==> config.mk <==
export PLATFORM = sky130hd
export DESIGN_NAME = framed_byte_aligner
export DESIGN_NICKNAME = d
export VERILOG_FILES = /design/src/rtl/aligner_pkg.sv /design/src/rtl/sync_window.sv /design/src/rtl/frame_tracker.sv /design/src/rtl/byte_out_stage.sv /design/src/rtl/framed_byte_aligner.sv
export SDC_FILE = /design/constraint.sdc
export NUM_CORES = 1
export LEC_CHECK = 0
export BUFFER_PORTS_ARGS = -buffer_cell sky130_fd_sc_hd__buf_2
export CAP_MARGIN = 20
export CORE_MARGIN = 2
export CORE_UTILIZATION = 50
export CTS_CLUSTER_DIAMETER = 30
export DETAILED_ROUTE_END_ITERATION = 10
export PLACE_DENSITY = 0.79
export REMOVE_ABC_BUFFERS = 1
export SETUP_SLACK_MARGIN = 0.02
export SLEW_MARGIN = 0
export SYNTH_ARGS = -nofsm -noshare
export SYNTH_HDL_FRONTEND = slang
export SYNTH_HIERARCHICAL = 1
export SYNTH_SLANG_ARGS = --single-unit
==> constraint.sdc <==
create_clock -name clk -period 2.25 [get_ports clk]
set_input_delay 0.1125 -clock clk [delete_from_list [all_inputs] [get_ports clk]]
set_output_delay 0.1125 -clock clk [all_outputs]
set_load 0.02 [all_outputs]
==> src/rtl/aligner_pkg.sv <==
package aligner_pkg;

  typedef enum logic [1:0] {
    PH_HUNT = 2'd0,
    PH_SYNC = 2'd1,
    PH_MARK = 2'd2,
    PH_DATA = 2'd3
  } phase_e;

  // expected bit of the alignment word at position k (k = 0 is sent first)
  function automatic logic sync_bit_at(input logic [7:0] word, input logic [2:0] k);
    return word[3'd7 - k];
  endfunction

  // one more bit shifted into a window, newest bit in the LSB
  function automatic logic [7:0] window_shift(input logic [7:0] win, input logic b);
    return {win[6:0], b};
  endfunction

  // width for an index counting 0..n-1
  function automatic int unsigned index_width(input int unsigned n);
    return (n > 1) ? $clog2(n) : 1;
  endfunction

endpackage

==> src/rtl/sync_window.sv <==
module sync_window
  import aligner_pkg::*;
#(
  parameter logic [7:0] SYNC_WORD = 8'h47
) (
  input  logic clk,
  input  logic rst_n,
  input  logic shift_en,
  input  logic bit_in,
  output logic match_next
);

  logic [7:0] win_q;
  logic [7:0] win_d;

  assign win_d      = window_shift(win_q, bit_in);
  assign match_next = (win_d == SYNC_WORD);

  always_ff @(posedge clk) begin
    if (!rst_n) begin
      win_q <= 8'hFF;
    end else if (shift_en) begin
      win_q <= win_d;
    end
  end

  // the window only moves on an accepted bit
  assert_window_hold_R10: assert property (@(posedge clk) disable iff (!rst_n)
    !shift_en |=> $stable(win_q));

endmodule

==> src/rtl/frame_tracker.sv <==
module frame_tracker
  import aligner_pkg::*;
#(
  parameter int unsigned PAYLOAD_BYTES = 4,
  parameter int unsigned BAD_LIMIT     = 3,
  parameter logic [7:0]  SYNC_WORD     = 8'h47,
  localparam int unsigned IDX_W        = index_width(PAYLOAD_BYTES),
  localparam int unsigned CNT_W        = $clog2(BAD_LIMIT + 1)
) (
  input  logic             clk,
  input  logic             rst_n,
  input  logic             accept,
  input  logic             bit_in,
  input  logic             window_match,
  output logic             locked,
  output logic             data_shift,
  output logic             byte_done,
  output logic [IDX_W-1:0] byte_idx
);

  phase_e           phase_q;
  logic [2:0]       bit_cnt_q;
  logic [IDX_W-1:0] idx_q;
  logic             frame_bad_q;
  logic [CNT_W-1:0] bad_cnt_q;

  // named internal events
  logic ev_lock;
  logic ev_mismatch;
  logic ev_frame_end;
  logic ev_drop;
  logic last_byte;
  logic last_bit;

  assign last_byte    = (idx_q == IDX_W'(PAYLOAD_BYTES - 1));
  assign last_bit     = (bit_cnt_q == 3'd7);
  assign ev_lock      = accept && (phase_q == PH_HUNT) && window_match;
  assign ev_mismatch  = accept &&
                        (((phase_q == PH_SYNC) && (bit_in != sync_bit_at(SYNC_WORD, bit_cnt_q))) ||
                         ((phase_q == PH_MARK) && !bit_in));
  assign ev_frame_end = accept && (phase_q == PH_DATA) && last_bit && last_byte;
  assign ev_drop      = ev_frame_end && frame_bad_q &&
                        (bad_cnt_q == CNT_W'(BAD_LIMIT - 1));

  assign locked     = (phase_q != PH_HUNT);
  assign data_shift = accept && (phase_q == PH_DATA);
  assign byte_done  = data_shift && last_bit;
  assign byte_idx   = idx_q;

  always_ff @(posedge clk) begin
    if (!rst_n) begin
      phase_q     <= PH_HUNT;
      bit_cnt_q   <= '0;
      idx_q       <= '0;
      frame_bad_q <= 1'b0;
      bad_cnt_q   <= '0;
    end else if (accept) begin
      if (ev_mismatch) frame_bad_q <= 1'b1;
      unique case (phase_q)
        PH_HUNT: begin
          if (window_match) begin
            phase_q     <= PH_MARK;
            bit_cnt_q   <= '0;
            idx_q       <= '0;
            frame_bad_q <= 1'b0;
            bad_cnt_q   <= '0;
          end
        end
        PH_SYNC: begin
          if (last_bit) begin
            phase_q   <= PH_MARK;
            bit_cnt_q <= '0;
            idx_q     <= '0;
          end else begin
            bit_cnt_q <= bit_cnt_q + 3'd1;
          end
        end
        PH_MARK: begin
          phase_q   <= PH_DATA;
          bit_cnt_q <= '0;
        end
        PH_DATA: begin
          if (!last_bit) begin
            bit_cnt_q <= bit_cnt_q + 3'd1;
          end else if (!last_byte) begin
            bit_cnt_q <= '0;
            idx_q     <= idx_q + IDX_W'(1);
            phase_q   <= PH_MARK;
          end else begin
            bit_cnt_q   <= '0;
            frame_bad_q <= 1'b0;
            if (ev_drop) begin
              phase_q   <= PH_HUNT;
              bad_cnt_q <= '0;
            end else begin
              phase_q   <= PH_SYNC;
              bad_cnt_q <= frame_bad_q ? bad_cnt_q + CNT_W'(1) : '0;
            end
          end
        end
        default: phase_q <= PH_HUNT;
      endcase
    end
  end

  // a window match while hunting leads to the marker of byte 0
  assert_lock_to_marker_R2: assert property (@(posedge clk) disable iff (!rst_n)
    ev_lock |=> (phase_q == PH_MARK) && (idx_q == '0));

  // a frame that does not drop lock continues with the alignment word
  assert_frame_wraps_R3: assert property (@(posedge clk) disable iff (!rst_n)
    (ev_frame_end && !ev_drop) |=> (phase_q == PH_SYNC) && (bit_cnt_q == 3'd0));

  // the bad-frame count never reaches the limit while locked
  assert_bad_bound_R8: assert property (@(posedge clk) disable iff (!rst_n)
    bad_cnt_q < CNT_W'(BAD_LIMIT));

  // reaching the limit returns to hunting
  assert_drop_to_hunt_R8: assert property (@(posedge clk) disable iff (!rst_n)
    ev_drop |=> (phase_q == PH_HUNT));

  // a bad frame below the limit keeps the lock
  assert_keep_lock_R9: assert property (@(posedge clk) disable iff (!rst_n)
    (ev_frame_end && frame_bad_q && !ev_drop) |=> locked);

  // no accepted bit, no movement in the frame position
  assert_idle_hold_R10: assert property (@(posedge clk) disable iff (!rst_n)
    !accept |=> $stable(phase_q) && $stable(bit_cnt_q) && $stable(idx_q));

endmodule

==> src/rtl/byte_out_stage.sv <==
module byte_out_stage
  import aligner_pkg::*;
#(
  parameter int unsigned PAYLOAD_BYTES = 4,
  localparam int unsigned IDX_W        = index_width(PAYLOAD_BYTES)
) (
  input  logic             clk,
  input  logic             rst_n,
  input  logic             shift_en,
  input  logic             bit_in,
  input  logic             load,
  input  logic [IDX_W-1:0] idx_in,
  input  logic             out_ready,
  output logic             out_valid,
  output logic [7:0]       out_byte,
  output logic             out_sof,
  output logic [IDX_W-1:0] out_index,
  output logic             room
);

  logic [6:0] sr_q;

  assign room = !out_valid || out_ready;

  always_ff @(posedge clk) begin
    if (!rst_n) begin
      sr_q      <= '0;
      out_valid <= 1'b0;
      out_byte  <= '0;
      out_sof   <= 1'b0;
      out_index <= '0;
    end else begin
      if (shift_en) sr_q <= {sr_q[5:0], bit_in};
      if (load) begin
        out_valid <= 1'b1;
        out_byte  <= {sr_q, bit_in};
        out_index <= idx_in;
        out_sof   <= (idx_in == '0);
      end else if (out_ready) begin
        out_valid <= 1'b0;
      end
    end
  end

  // a held byte does not change until it is taken
  assert_hold_stable_R6: assert property (@(posedge clk) disable iff (!rst_n)
    (out_valid && !out_ready) |=> out_valid && $stable(out_byte) &&
                                  $stable(out_index) && $stable(out_sof));

  // a finished byte never lands on a held one
  assert_no_overwrite_R6: assert property (@(posedge clk) disable iff (!rst_n)
    (out_valid && !out_ready) |-> !load);

  // index stays inside the frame, flag follows index 0
  assert_index_range_R4: assert property (@(posedge clk) disable iff (!rst_n)
    out_valid |-> (out_index <= IDX_W'(PAYLOAD_BYTES - 1)) && (out_sof == (out_index == '0)));

endmodule

==> src/rtl/framed_byte_aligner.sv <==
module framed_byte_aligner
  import aligner_pkg::*;
#(
  parameter int unsigned PAYLOAD_BYTES = 4,
  parameter int unsigned BAD_LIMIT     = 3,
  parameter logic [7:0]  SYNC_WORD     = 8'h47,
  localparam int unsigned IDX_W        = index_width(PAYLOAD_BYTES)
) (
  input  logic             clk,
  input  logic             rst_n,
  input  logic             in_valid,
  input  logic             in_bit,
  output logic             in_ready,
  output logic             out_valid,
  input  logic             out_ready,
  output logic [7:0]       out_byte,
  output logic             out_sof,
  output logic [IDX_W-1:0] out_index
);

  logic             accept;
  logic             window_match;
  logic             locked;
  logic             data_shift;
  logic             byte_done;
  logic [IDX_W-1:0] byte_idx;
  logic             room;

  assign in_ready = room;
  assign accept   = in_valid && room;

  sync_window #(
    .SYNC_WORD (SYNC_WORD)
  ) i_window (
    .clk        (clk),
    .rst_n      (rst_n),
    .shift_en   (accept),
    .bit_in     (in_bit),
    .match_next (window_match)
  );

  frame_tracker #(
    .PAYLOAD_BYTES (PAYLOAD_BYTES),
    .BAD_LIMIT     (BAD_LIMIT),
    .SYNC_WORD     (SYNC_WORD)
  ) i_tracker (
    .clk          (clk),
    .rst_n        (rst_n),
    .accept       (accept),
    .bit_in       (in_bit),
    .window_match (window_match),
    .locked       (locked),
    .data_shift   (data_shift),
    .byte_done    (byte_done),
    .byte_idx     (byte_idx)
  );

  byte_out_stage #(
    .PAYLOAD_BYTES (PAYLOAD_BYTES)
  ) i_out (
    .clk       (clk),
    .rst_n     (rst_n),
    .shift_en  (data_shift),
    .bit_in    (in_bit),
    .load      (byte_done),
    .idx_in    (byte_idx),
    .out_ready (out_ready),
    .out_valid (out_valid),
    .out_byte  (out_byte),
    .out_sof   (out_sof),
    .out_index (out_index),
    .room      (room)
  );

  // a new byte only appears if the block was locked on the edge before
  assert_no_hunt_output_R5: assert property (@(posedge clk) disable iff (!rst_n)
    $rose(out_valid) |-> $past(locked));

  // a byte shows up right after its last data bit is taken
  assert_byte_latency_R7: assert property (@(posedge clk) disable iff (!rst_n)
    byte_done |=> out_valid && (out_index == $past(byte_idx)));

  // input is held off while a byte waits
  assert_input_stall_R6: assert property (@(posedge clk) disable iff (!rst_n)
    (out_valid && !out_ready) |-> !in_ready);

endmodule

==> results of run 1 <==
flip-flops by register name, summed over array words and instances, names as in the netlist:
signal and flops:
i_out/out_byte 8, i_out/sr_q 7, i_window/win_q 7, i_tracker/bit_cnt_q 3
i_out/out_index 2, i_tracker/bad_cnt_q 2, i_tracker/byte_idx 2, i_tracker/phase_q 2
i_out/out_sof 1, i_out/out_valid 1, i_tracker/frame_bad_q 1
worst reg2reg max path, cell delays in order (launching register included):
cell,delay (ns)
dfxtp_1,0.42
ha_1,0.41
and3_1,0.46
buf_4,0.25
mux2i_1,0.22
nor2b_1,0.06
stage by stage:
stage / cell area, um2 / worst slack (ns) / util
6_report: 1870 / 0.330 / 0.563
5_1_grt: 1870 / 0.213 / 0.563
4_1_cts: 1870 / 0.337 / 0.563
3_5_place_dp: 1800 / 0.351 / 0.545
3_3_place_gp: 1800 / 0.508 / 0.545
2_1_floorplan: 1650 / 0.00618 / -
cells in the final DEF, fill, tap and decap left out, types with 2 or more instances in the layout:
cell type	count
dfxtp_1	36
mux2i_1	27
nor2b_1	18
buf_2	17
nand2_1	14
ha_1	9
clkbuf_4	5
inv_1	5
nand2b_1	4
a21boi_0	4
nand4_1	3
and2_1	2
buf_4	2
and3_1	2
o22ai_1	2
nand3_2	2
a31o_1	2
o311a_1	2
o21ai_0	2
o2111ai_1	2
a31oi_1	2
metal layers:
metal  routed length [um]  part of all wire  track usage
met1                 1440              0.45        0.220
met2                 1590              0.49        0.302
met3                  134             0.042       0.0667
met4                   65             0.020       0.0944
met5                    0                 0            0
cell type report:
| type | instances | area (um2) |
|---|---|---|
| Timing Repair Buffer | 19 | 100 |
| Clock inverter | 1 | 7.51 |
| Clock buffer | 7 | 55.1 |
| Fill cell | 297 | 1450 |
| Tap cell | 46 | 57.6 |
| Inverter | 6 | 22.5 |
| Sequential cell | 36 | 721 |
| Multi-Input combinational cell | 114 | 902 |
how the worst min path moves through the flow:
stage	from	end	slack [ns]	cells past startpoint
floorplan	rst_n	i_window/win_q[0]	0.17	1
global route	in_bit	i_window/win_q[0]	0.07	3
finish	out_ready	i_out/out_valid	0.08	3
global placement	out_ready	i_out/out_valid	0.42	3
CTS	in_bit	i_window/win_q[0]	0.07	3
detailed placement	in_bit	i_window/win_q[0]	0.44	3
power by group:
group	internal [mW]	switching (mW)
Sequential	0.640	0.00257
Clock	0.153	0.218
Combinational	0.0181	0.0267
Total	0.811	0.248
==> key figures, run 1 <==
Outcome
  – Status: complete, no violations

Timing
  – Unrepaired setup endpoints after global routing: false
  – Hold Violations, Final: 0
  – Clock Skew: around 0.010 ns
  – Hold slack: 0.0769 ns
  – Slew Viols, Final: 0
  – Least-Margin Pin Slew: 0.555 ns
  – Max_slew headroom: 0.630
  – # setup viols final: 0
  – Fmax: 0.521 GHz
  – Final Cycle Share: 0.853
  – Post-layout min period: slightly below 2 ns
  – Final setup TNS: 0 ns

Detailed routing
  – Routed vias/inst: 5.53
  – TritonRoute pass-1 iters: 4
  – # DRC: 0
  – Routed via count: 1267
  – DR iter-0 viols: 65
  – WL final: 3230 um
  – WL/cell: 14.1 um
  – Detail Route Antenna Nets: 0

Worst setup path
  – CP Depth: 5
  – WP buf/inv: 1
  – Reg2reg end: i_out/out_byte[4]
  – Worst path cell trace: ha_1 -> and3_1 -> buf_4 -> mux2i_1 -> nor2b_1
  – Critical path endpoint category: flip-flop
  – Critical path's slowest cell: and3_1
  – Arrival time at the worst endpoint: 2.17 ns
  – Max FO, Critical Path: 12
  – CP peak stage delay: 0.46 ns
  – Worst r2r path cells: 5
  – R2r setup slk: 0.33 ns
  – CP Capture Point: i_out/out_byte[4]
  – Crit path max-delay family: simple AND/OR/NAND/NOR gates
  – Crit Path Class: flip-flop to flip-flop
  – Worst setup SP type: flip-flop
  – Crit path launch: i_tracker/phase_q[1]
  – Origin of the critical flop-to-flop path: i_tracker/phase_q[1]
  – WP data required: 2.50 ns

Synthesis
  – Yosys warnings: 6
  – Synth Instances: 165
  – Synth Cell Area: 0.00171 mm2
  – Mean area per synthesized cell: slightly above 10 um2

Clocking
  – Postcts setup bufs: 0
  – CTS Sinks: 36
  – Hold Buf Count CTS: 0
  – Clock Latency Late Sink: about 0.35 ns
  – Num CTS Buffers: 5
  – CTS clk-pin slew, worst paths: 0.11 ns
  – Longest Clk Path Bufs: 2
  – CTS resizes: 0
  – CTS tree: built
  – H-tree depth: 2
  – Root Driver: clkbuf_4

Power
  – Pwr Density: 567 mW/mm2
  – Pleak: 0.717 nW
  – Max IR drop VDD: 337 uV
  – Total power: about 1.1 mW

Placement
  – IO Port Bufs: 17
  – Post-DP HPWL: roughly 2300 um
  – Placed Cells: between 200 and 250
  – RePlAce Congestion: 0.839

GRT
  – First-pass GRT wire length: 5740 um
  – Initial antenna violation count: 0
  – Vias in the first global route: 1291
  – Total global-route track usage: 0.187
  – Largest net degree at the start of global routing: 41
  – Remaining Overflow, GRT: 0

Die
  – Die Width: 62.4 um
  – Area of the core: 0.00331 mm2
  – Die area: 0.00390 mm2
  – Num rows: 21
  – IO Pins: 18
  – Die Span Y: 62.4 um
  – Initial Utilization: 0.515

Layout
  – Fin nets: 196
  – ANT cells: 0
  – Post-Layout Cell Count: 229
  – Layout cells sized above 1: 0.175
  – Layout area overhead: 9.31%

Hold path
  – Worst hold path class: input pin to flip-flop

Flow run
  – Max-Cap Viols: 0
No activity file was read; power rests on OpenSTA's default activity.
==> inputs of run 2 (changes only) <==
clock period = 1.9 ns   (was 2.25 ns; I/O delays follow)
==> key figures, run 2 (synthesis gave the netlist of run 1 again) <==
Worst setup path
  – Critical path's slowest cell: dfxtp_1 (was and3_1)
  – Max FO, Critical Path: 6 (was 12)
  – Arrival time at the worst endpoint: 1.90 ns (was 2.17 ns)
  – Worst path cell trace: ha_1 -> ha_1 -> and3_2 -> buf_4 -> mux2i_1 -> nor2b_1 (was ha_1 -> and3_1 -> buf_4 -> mux2i_1 -> nor2b_1)
  – Critical path endpoint category: flip-flop (unchanged)
  – WP buf/inv: 1 (unchanged)
  – Worst r2r path cells: 6 (was 5)
  – WP data required: 2.13 ns (was 2.50 ns)
  – Crit path max-delay family: adder cells (was simple AND/OR/NAND/NOR gates)
  – Crit Path Class: flip-flop to flip-flop (unchanged)
  – Worst setup SP type: flip-flop (unchanged)
  – CP Depth: 6 (was 5)
  – CP peak stage delay: 0.40 ns (was 0.46 ns)
  – Most Frequent Cell on Critical Path: ha_1

Clocking
  – H-tree depth: 2 (unchanged)
  – Longest Clk Path Bufs: 2 (unchanged)
  – Postcts setup bufs: 0 (unchanged)
  – CTS resizes: 0 (unchanged)
  – Clock Latency Late Sink: 0.34 ns (was 0.35 ns)
  – CTS tree: built (unchanged)
  – CTS Sinks: 36 (unchanged)
  – Root Driver: clkbuf_4 (unchanged)
  – Hold Buf Count CTS: 0 (unchanged)
  – Num CTS Buffers: 5 (unchanged)
  – CTS clk-pin slew, worst paths: 0.10 ns (was 0.11 ns)

GRT
  – Vias in the first global route: 1239 (was 1291)
  – First-pass GRT wire length: 5690 um (was 5740 um)
  – Largest net degree at the start of global routing: 22 (was 41)
  – Initial antenna violation count: 0 (unchanged)
  – Remaining Overflow, GRT: 0 (unchanged)
  – Met2 Use GR: 0.296 (was 0.302)
  – GR Layer Usage met3: 0.0631 (was 0.0667)
  – Total global-route track usage: 0.186 (was 0.187)
  – GR Util met1: 0.225 (was 0.220)
  – GRT busiest layer: met2 (unchanged)

Timing
  – Post-layout min period: 1.66 ns (was 1.92 ns)
  – Hold Violations, Final: 0 (unchanged)
  – Max_slew headroom: 0.729 (was 0.630)
  – Slew Viols, Final: 0 (unchanged)
  – Clock Skew: 0.00952 ns (was 0.0101 ns)
  – Unrepaired setup endpoints after global routing: false (unchanged)
  – # setup viols final: 0 (unchanged)
  – Least-Margin Pin Slew: 0.406 ns (was 0.555 ns)
  – Final Cycle Share: 0.876 (was 0.853)
  – Fmax: 0.601 GHz (was 0.521 GHz)
  – Final setup TNS: 0 ns (unchanged)

Power
  – Logic pwr share: 0.049 (was 0.042)
  – Pwr Density: 633 mW/mm2 (was 567 mW/mm2)
  – NetSw: 0.272 mW (was 0.248 mW)
  – Int Pwr: 0.919 mW (was 0.811 mW)
  – Seq pwr share: 0.639 (was 0.607)
  – Net Sw Frac: 0.228 (was 0.234)
  – Max IR drop VDD: 500 uV (was 337 uV)
  – Clock Power Share: 0.312 (was 0.351)
  – Pleak: 0.724 nW (was 0.717 nW)

Detailed routing
  – Detail Route Antenna Nets: 0 (unchanged)
  – TritonRoute pass-1 iters: 4 (unchanged)
  – # DRC: 0 (unchanged)
  – Routed vias/inst: 5.45 (was 5.53)
  – WL final: 3210 um (was 3230 um)
  – DR iter-0 viols: 47 (was 65)
  – Routed via count: 1254 (was 1267)
  – WL/cell: 14.0 um (was 14.1 um)

Die
  – Die Width: 62.4 um (unchanged)
  – Num rows: 21 (unchanged)
  – Area of the core: 0.00331 mm2 (unchanged)
  – Initial Utilization: 0.515 (unchanged)
  – IO Pins: 18 (unchanged)
  – Die Span Y: 62.4 um (unchanged)
  – Die area: 0.00390 mm2 (unchanged)

Placement
  – IO Port Bufs: 17 (unchanged)
  – Post-Place Cell Area: 0.00183 mm2 (was 0.00180 mm2)
  – RePlAce Congestion: 0.894 (was 0.839)
  – Post-DP HPWL: 2300 um (was 2310 um)

Layout
  – Design Area, Final: 0.00188 mm2 (was 0.00187 mm2)
  – Most frequent cells in the layout: 36 x dfxtp_1, 27 x mux2i_1, 18 x nor2b_1 (unchanged)
  – Top reg by flops: i_out/out_byte (unchanged)
  – Layout area overhead: 10.2% (was 9.31%)
  – Largest registers: i_out/out_byte: 8 flops, i_out/sr_q: 7 flops, i_window/win_q: 7 flops (unchanged)
  – Layout cells sized above 1: 0.190 (was 0.175)
  – Most common cell after layout, fill and taps aside: dfxtp_1 (unchanged)
  – Number of flip-flops in the largest register: 8 (unchanged)
  – Fin nets: 198 (was 196)
  – ANT cells: 0 (unchanged)

Hold path
  – Hold path depth: 3 (unchanged)
  – Worst hold path class: input pin to flip-flop (unchanged)

Flow run
  – Max-Cap Viols: 0 (unchanged)

Outcome
  – Status: complete, no violations (unchanged)
## run 2: final timing paths
| check | from | endpoint | slack, ns |
|---|---|---|---|
| hold / removal | out_ready | i_out/out_valid | 0.07 |
| setup reg to reg | i_tracker/bit_cnt_q[0] | i_out/out_byte[3] | 0.24 |
| setup / recovery | i_tracker/bit_cnt_q[0] | i_out/out_byte[3] | 0.24 |
| hold reg to reg | i_tracker/bad_cnt_q[0] | i_tracker/bad_cnt_q[0] | 0.47 |
## run 2: worst min-delay path, cell delays in order
cell	delay [ns]
buf_2	0.07
nand2b_1	0.11
a21boi_0	0.08
## run 2: layout make-up
| cell class | instances | area, um2 |
|---|---|---|
| Timing Repair Buffer | 21 | 128 |
| Inverter | 6 | 22.5 |
| Clock buffer | 6 | 41.3 |
| Tap cell | 46 | 57.6 |
| Fill cell | 307 | 1430 |
| Sequential cell | 36 | 721 |
| Clock inverter | 1 | 5.00 |
| Multi-Input combinational cell | 114 | 906 |
## run 2: per-stage QoR
step | hold slack (ns) | power (mW) | cells | util | worst slack, ns
after floorplan | 0.157 | 0.808 | 156 | - | -0.344
after global placement | 0.405 | 0.833 | 223 | 0.553 | 0.258
after detailed placement | 0.430 | 0.836 | 223 | 0.553 | 0.166
after CTS | 0.0585 | 1.21 | 230 | 0.567 | 0.153
after global routing | 0.0703 | 1.26 | 230 | 0.568 | 0.0696
final | 0.0653 | 1.19 | 230 | 0.568 | 0.235
## run 2: power by group through the flow
stage          registers (mW)  clock network, mW  logic (mW)
6_report                0.761              0.371      0.0587
5_1_grt                 0.762              0.436      0.0634
4_1_cts                 0.761              0.389      0.0583
3_5_place_dp            0.778                  0      0.0580
3_3_place_gp            0.778                  0      0.0554
2_1_floorplan           0.777                  0      0.0308
## run 2: per-layer routing
metal	part of all wire	routed length, um	vias to the layer above
li1	-	-	628
met1	0.47	1520	594
met2	0.48	1540	30
met3	0.039	125	2
met4	0.0084	27	0
met5	0	0	-
==> inputs of run 3 (changes only) <==
CELL_PAD_IN_SITES_DETAIL_PLACEMENT = 0   (was not set)
CELL_PAD_IN_SITES_GLOBAL_PLACEMENT = 1   (was not set)
CORE_UTILIZATION = 47   (was 50)
CTS_BUF_LIST = sky130_fd_sc_hd__clkbuf_8   (was not set)
PLACE_DENSITY = 0.9   (was 0.79)
==> key figures, run 3 (synthesis gave the netlist of run 1 again) <==
Hold path
  – Hold path endpoint: i_out/out_valid (unchanged)
  – Worst hold path class: input pin to flip-flop (unchanged)
  – Hold path startpoint: out_ready (unchanged)
  – Hold path depth: 3 (unchanged)

Clocking
  – CTS tree: built (unchanged)
  – Longest Clk Path Bufs: 2 (unchanged)
  – Root Driver: clkbuf_8 (was clkbuf_4)
  – CTS clk-pin slew, worst paths: 0.07 ns (was 0.10 ns)
  – Num CTS Buffers: 5 (unchanged)
  – Hold Buf Count CTS: 0 (unchanged)
  – CTS Sinks: 36 (unchanged)
  – Clock Latency Late Sink: 0.28 ns (was 0.34 ns)
  – H-tree depth: 2 (unchanged)

Layout
  – Top reg by flops: i_out/out_byte (unchanged)
  – ANT cells: 0 (unchanged)
  – Most frequent cells in the layout: 36 x dfxtp_1, 27 x mux2i_1, 18 x nor2b_1 (unchanged)
  – Layout area overhead: 12.2% (was 10.2%)
  – Fillers: 297 (was 307)
  – Layout cells sized above 1: 0.189 (was 0.190)
  – Fin nets: 198 (unchanged)
  – Most common cell after layout, fill and taps aside: dfxtp_1 (unchanged)
  – Largest registers: i_out/out_byte: 8 flops, i_out/sr_q: 7 flops, i_window/win_q: 7 flops (unchanged)
  – Number of flip-flops in the largest register: 8 (unchanged)

Outcome
  – Status: complete, no violations (unchanged)

Timing
  – Post-layout min period: 1.70 ns (was 1.66 ns)
  – Max_slew headroom: 0.711 (was 0.729)
  – Least-Margin Pin Slew: 0.433 ns (was 0.406 ns)
  – Slew Viols, Final: 0 (unchanged)
  – # setup viols final: 0 (unchanged)
  – Final Cycle Share: 0.893 (was 0.876)
  – Clock Skew: 0.00346 ns (was 0.00952 ns)
  – Fmax: 0.589 GHz (was 0.601 GHz)
  – Unrepaired setup endpoints after global routing: false (unchanged)
  – Final setup margin: 0.203 ns (was 0.235 ns)
  – Hold Violations, Final: 0 (unchanged)

Detailed routing
  – WL final: 3060 um (was 3210 um)
  – WL/cell: 13.3 um (was 14.0 um)
  – DR iter-0 viols: 62 (was 47)
  – TritonRoute pass-1 iters: 4 (unchanged)
  – Detail Route Antenna Nets: 0 (unchanged)
  – # DRC: 0 (unchanged)
  – Routed vias/inst: 5.36 (was 5.45)
  – Routed via count: 1238 (was 1254)

Die
  – Area of the core: 0.00342 mm2 (was 0.00331 mm2)
  – Initial Utilization: 0.500 (was 0.515)
  – Num rows: 21 (unchanged)
  – Die area: 0.00413 mm2 (was 0.00390 mm2)
  – Die Span Y: 64.3 um (was 62.4 um)
  – Die Width: 64.3 um (was 62.4 um)
  – IO Pins: 18 (unchanged)

Worst setup path
  – Arrival time at the worst endpoint: 1.87 ns (was 1.90 ns)
  – WP data required: 2.08 ns (was 2.13 ns)
  – R2r setup slk: 0.20 ns (was 0.24 ns)
  – Reg2reg end: i_tracker/phase_q[0] (was i_out/out_byte[3])
  – Worst setup SP type: flip-flop (unchanged)
  – Worst path cell trace: nand4bb_1 -> nor4_2 -> nand2b_1 -> nand3_2 -> o311a_1 (was ha_1 -> ha_1 -> and3_2 -> buf_4 -> mux2i_1 -> nor2b_1)
  – Origin of the critical flop-to-flop path: i_window/win_q[4] (was i_tracker/bit_cnt_q[0])
  – Crit Path Class: flip-flop to flip-flop (unchanged)
  – Critical path's slowest cell: nand2b_1 (was dfxtp_1)
  – Worst r2r path cells: 5 (was 6)
  – Max FO, Critical Path: 8 (was 6)
  – Critical path endpoint category: flip-flop (unchanged)
  – CP peak stage delay: 0.36 ns (was 0.40 ns)

Power
  – Seq pwr share: 0.555 (was 0.639)
  – Net Sw Frac: 0.219 (was 0.228)
  – Logic pwr share: 0.042 (was 0.049)
  – Pwr Density: 716 mW/mm2 (was 633 mW/mm2)
  – Clock Power Share: 0.403 (was 0.312)
  – Total power: 1.37 mW (was 1.19 mW)
  – NetSw: 0.299 mW (was 0.272 mW)
  – Pleak: 0.740 nW (was 0.724 nW)
  – Max IR drop VDD: 481 uV (was 500 uV)
  – Int Pwr: 1.07 mW (was 0.919 mW)

Placement
  – Post-place setup slack: 0.195 ns (was 0.166 ns)
  – IO Port Bufs: 17 (unchanged)
  – RePlAce Congestion: 0.822 (was 0.894)
  – Post-DP HPWL: 2180 um (was 2300 um)

GRT
  – Largest net degree at the start of global routing: 31 (was 22)
  – Vias in the first global route: 1151 (was 1239)
  – First-pass GRT wire length: 5230 um (was 5690 um)
  – Remaining Overflow, GRT: 0 (unchanged)
  – Initial antenna violation count: 0 (unchanged)
  – Total global-route track usage: 0.163 (was 0.186)

Flow run
  – Max-Cap Viols: 0 (unchanged)
==> run 3: worst max-delay path: cells and delay by family, from the launching register on <==
kind | cells | cell delay, ns
flip-flops | 1 | 0.32
AND/OR/NAND/NOR | 4 | 0.92
AO/OA/AOI/OAI | 1 | 0.35
==> run 3: what timing repair did <==
item                                   4_1_cts  5_1_grt
endpoints found under the hold margin        0        0
resized for setup                            0        1
setup buffers                                0        0
setup endpoints to repair                    0        1
==> run 3: final cells by class <==
type,count,area [um2],share of cell area
clock buffer,6,82.6,0.0431
clock inverter,2,11.3,0.00588
inverter,6,22.5,0.0118
multi-input combinational,114,905,0.473
sequential,36,721,0.376
tap,46,57.6,0.0301
timing repair buffer,21,115,0.0601
==> run 3: metal layers <==
layer | global-route usage | wire [um] | part of all wire
met5 | 0 | 0 | 0
met4 | 0.0399 | 33 | 0.011
met3 | 0.0634 | 145 | 0.047
met2 | 0.268 | 1420 | 0.46
met1 | 0.201 | 1460 | 0.48
==> run 3: how the worst max path moves through the flow <==
stage,end,slack [ns],from
4_1_cts,i_tracker/phase_q[1],0.18,i_window/win_q[4]
5_1_grt,i_out/out_sof,0.07,i_tracker/bit_cnt_q[0]
3_3_place_gp,i_out/out_sof,0.27,i_tracker/phase_q[1]
6_report,i_tracker/phase_q[0],0.20,i_window/win_q[4]
2_1_floorplan,i_out/out_sof,-0.34,i_out/out_valid
3_5_place_dp,i_tracker/phase_q[1],0.19,i_window/win_q[4]
==> run 3: power by group through the flow <==
stage               clock network, mW  registers (mW)  logic, mW
floorplan                           0           0.777     0.0308
global placement                    0           0.778     0.0552
detailed placement                  0           0.778     0.0576
CTS                             0.574           0.761     0.0577
global route                    0.605           0.761     0.0633
finish                          0.552           0.761     0.0576
==> run 3: per-stage QoR <==
| step | hold WS [ns] | util | TNS, ns | std cells | area [um2] |
|---|---|---|---|---|---|
| floorplan | 0.157 | - | -4.46 | 156 | 1650 |
| finish | 0.132 | 0.560 | 0 | 231 | 1910 |
| global placement | 0.408 | 0.532 | 0 | 223 | 1820 |
| CTS | 0.121 | 0.560 | 0 | 231 | 1910 |
| detailed placement | 0.422 | 0.532 | 0 | 223 | 1820 |
| global route | 0.129 | 0.560 | 0 | 231 | 1910 |
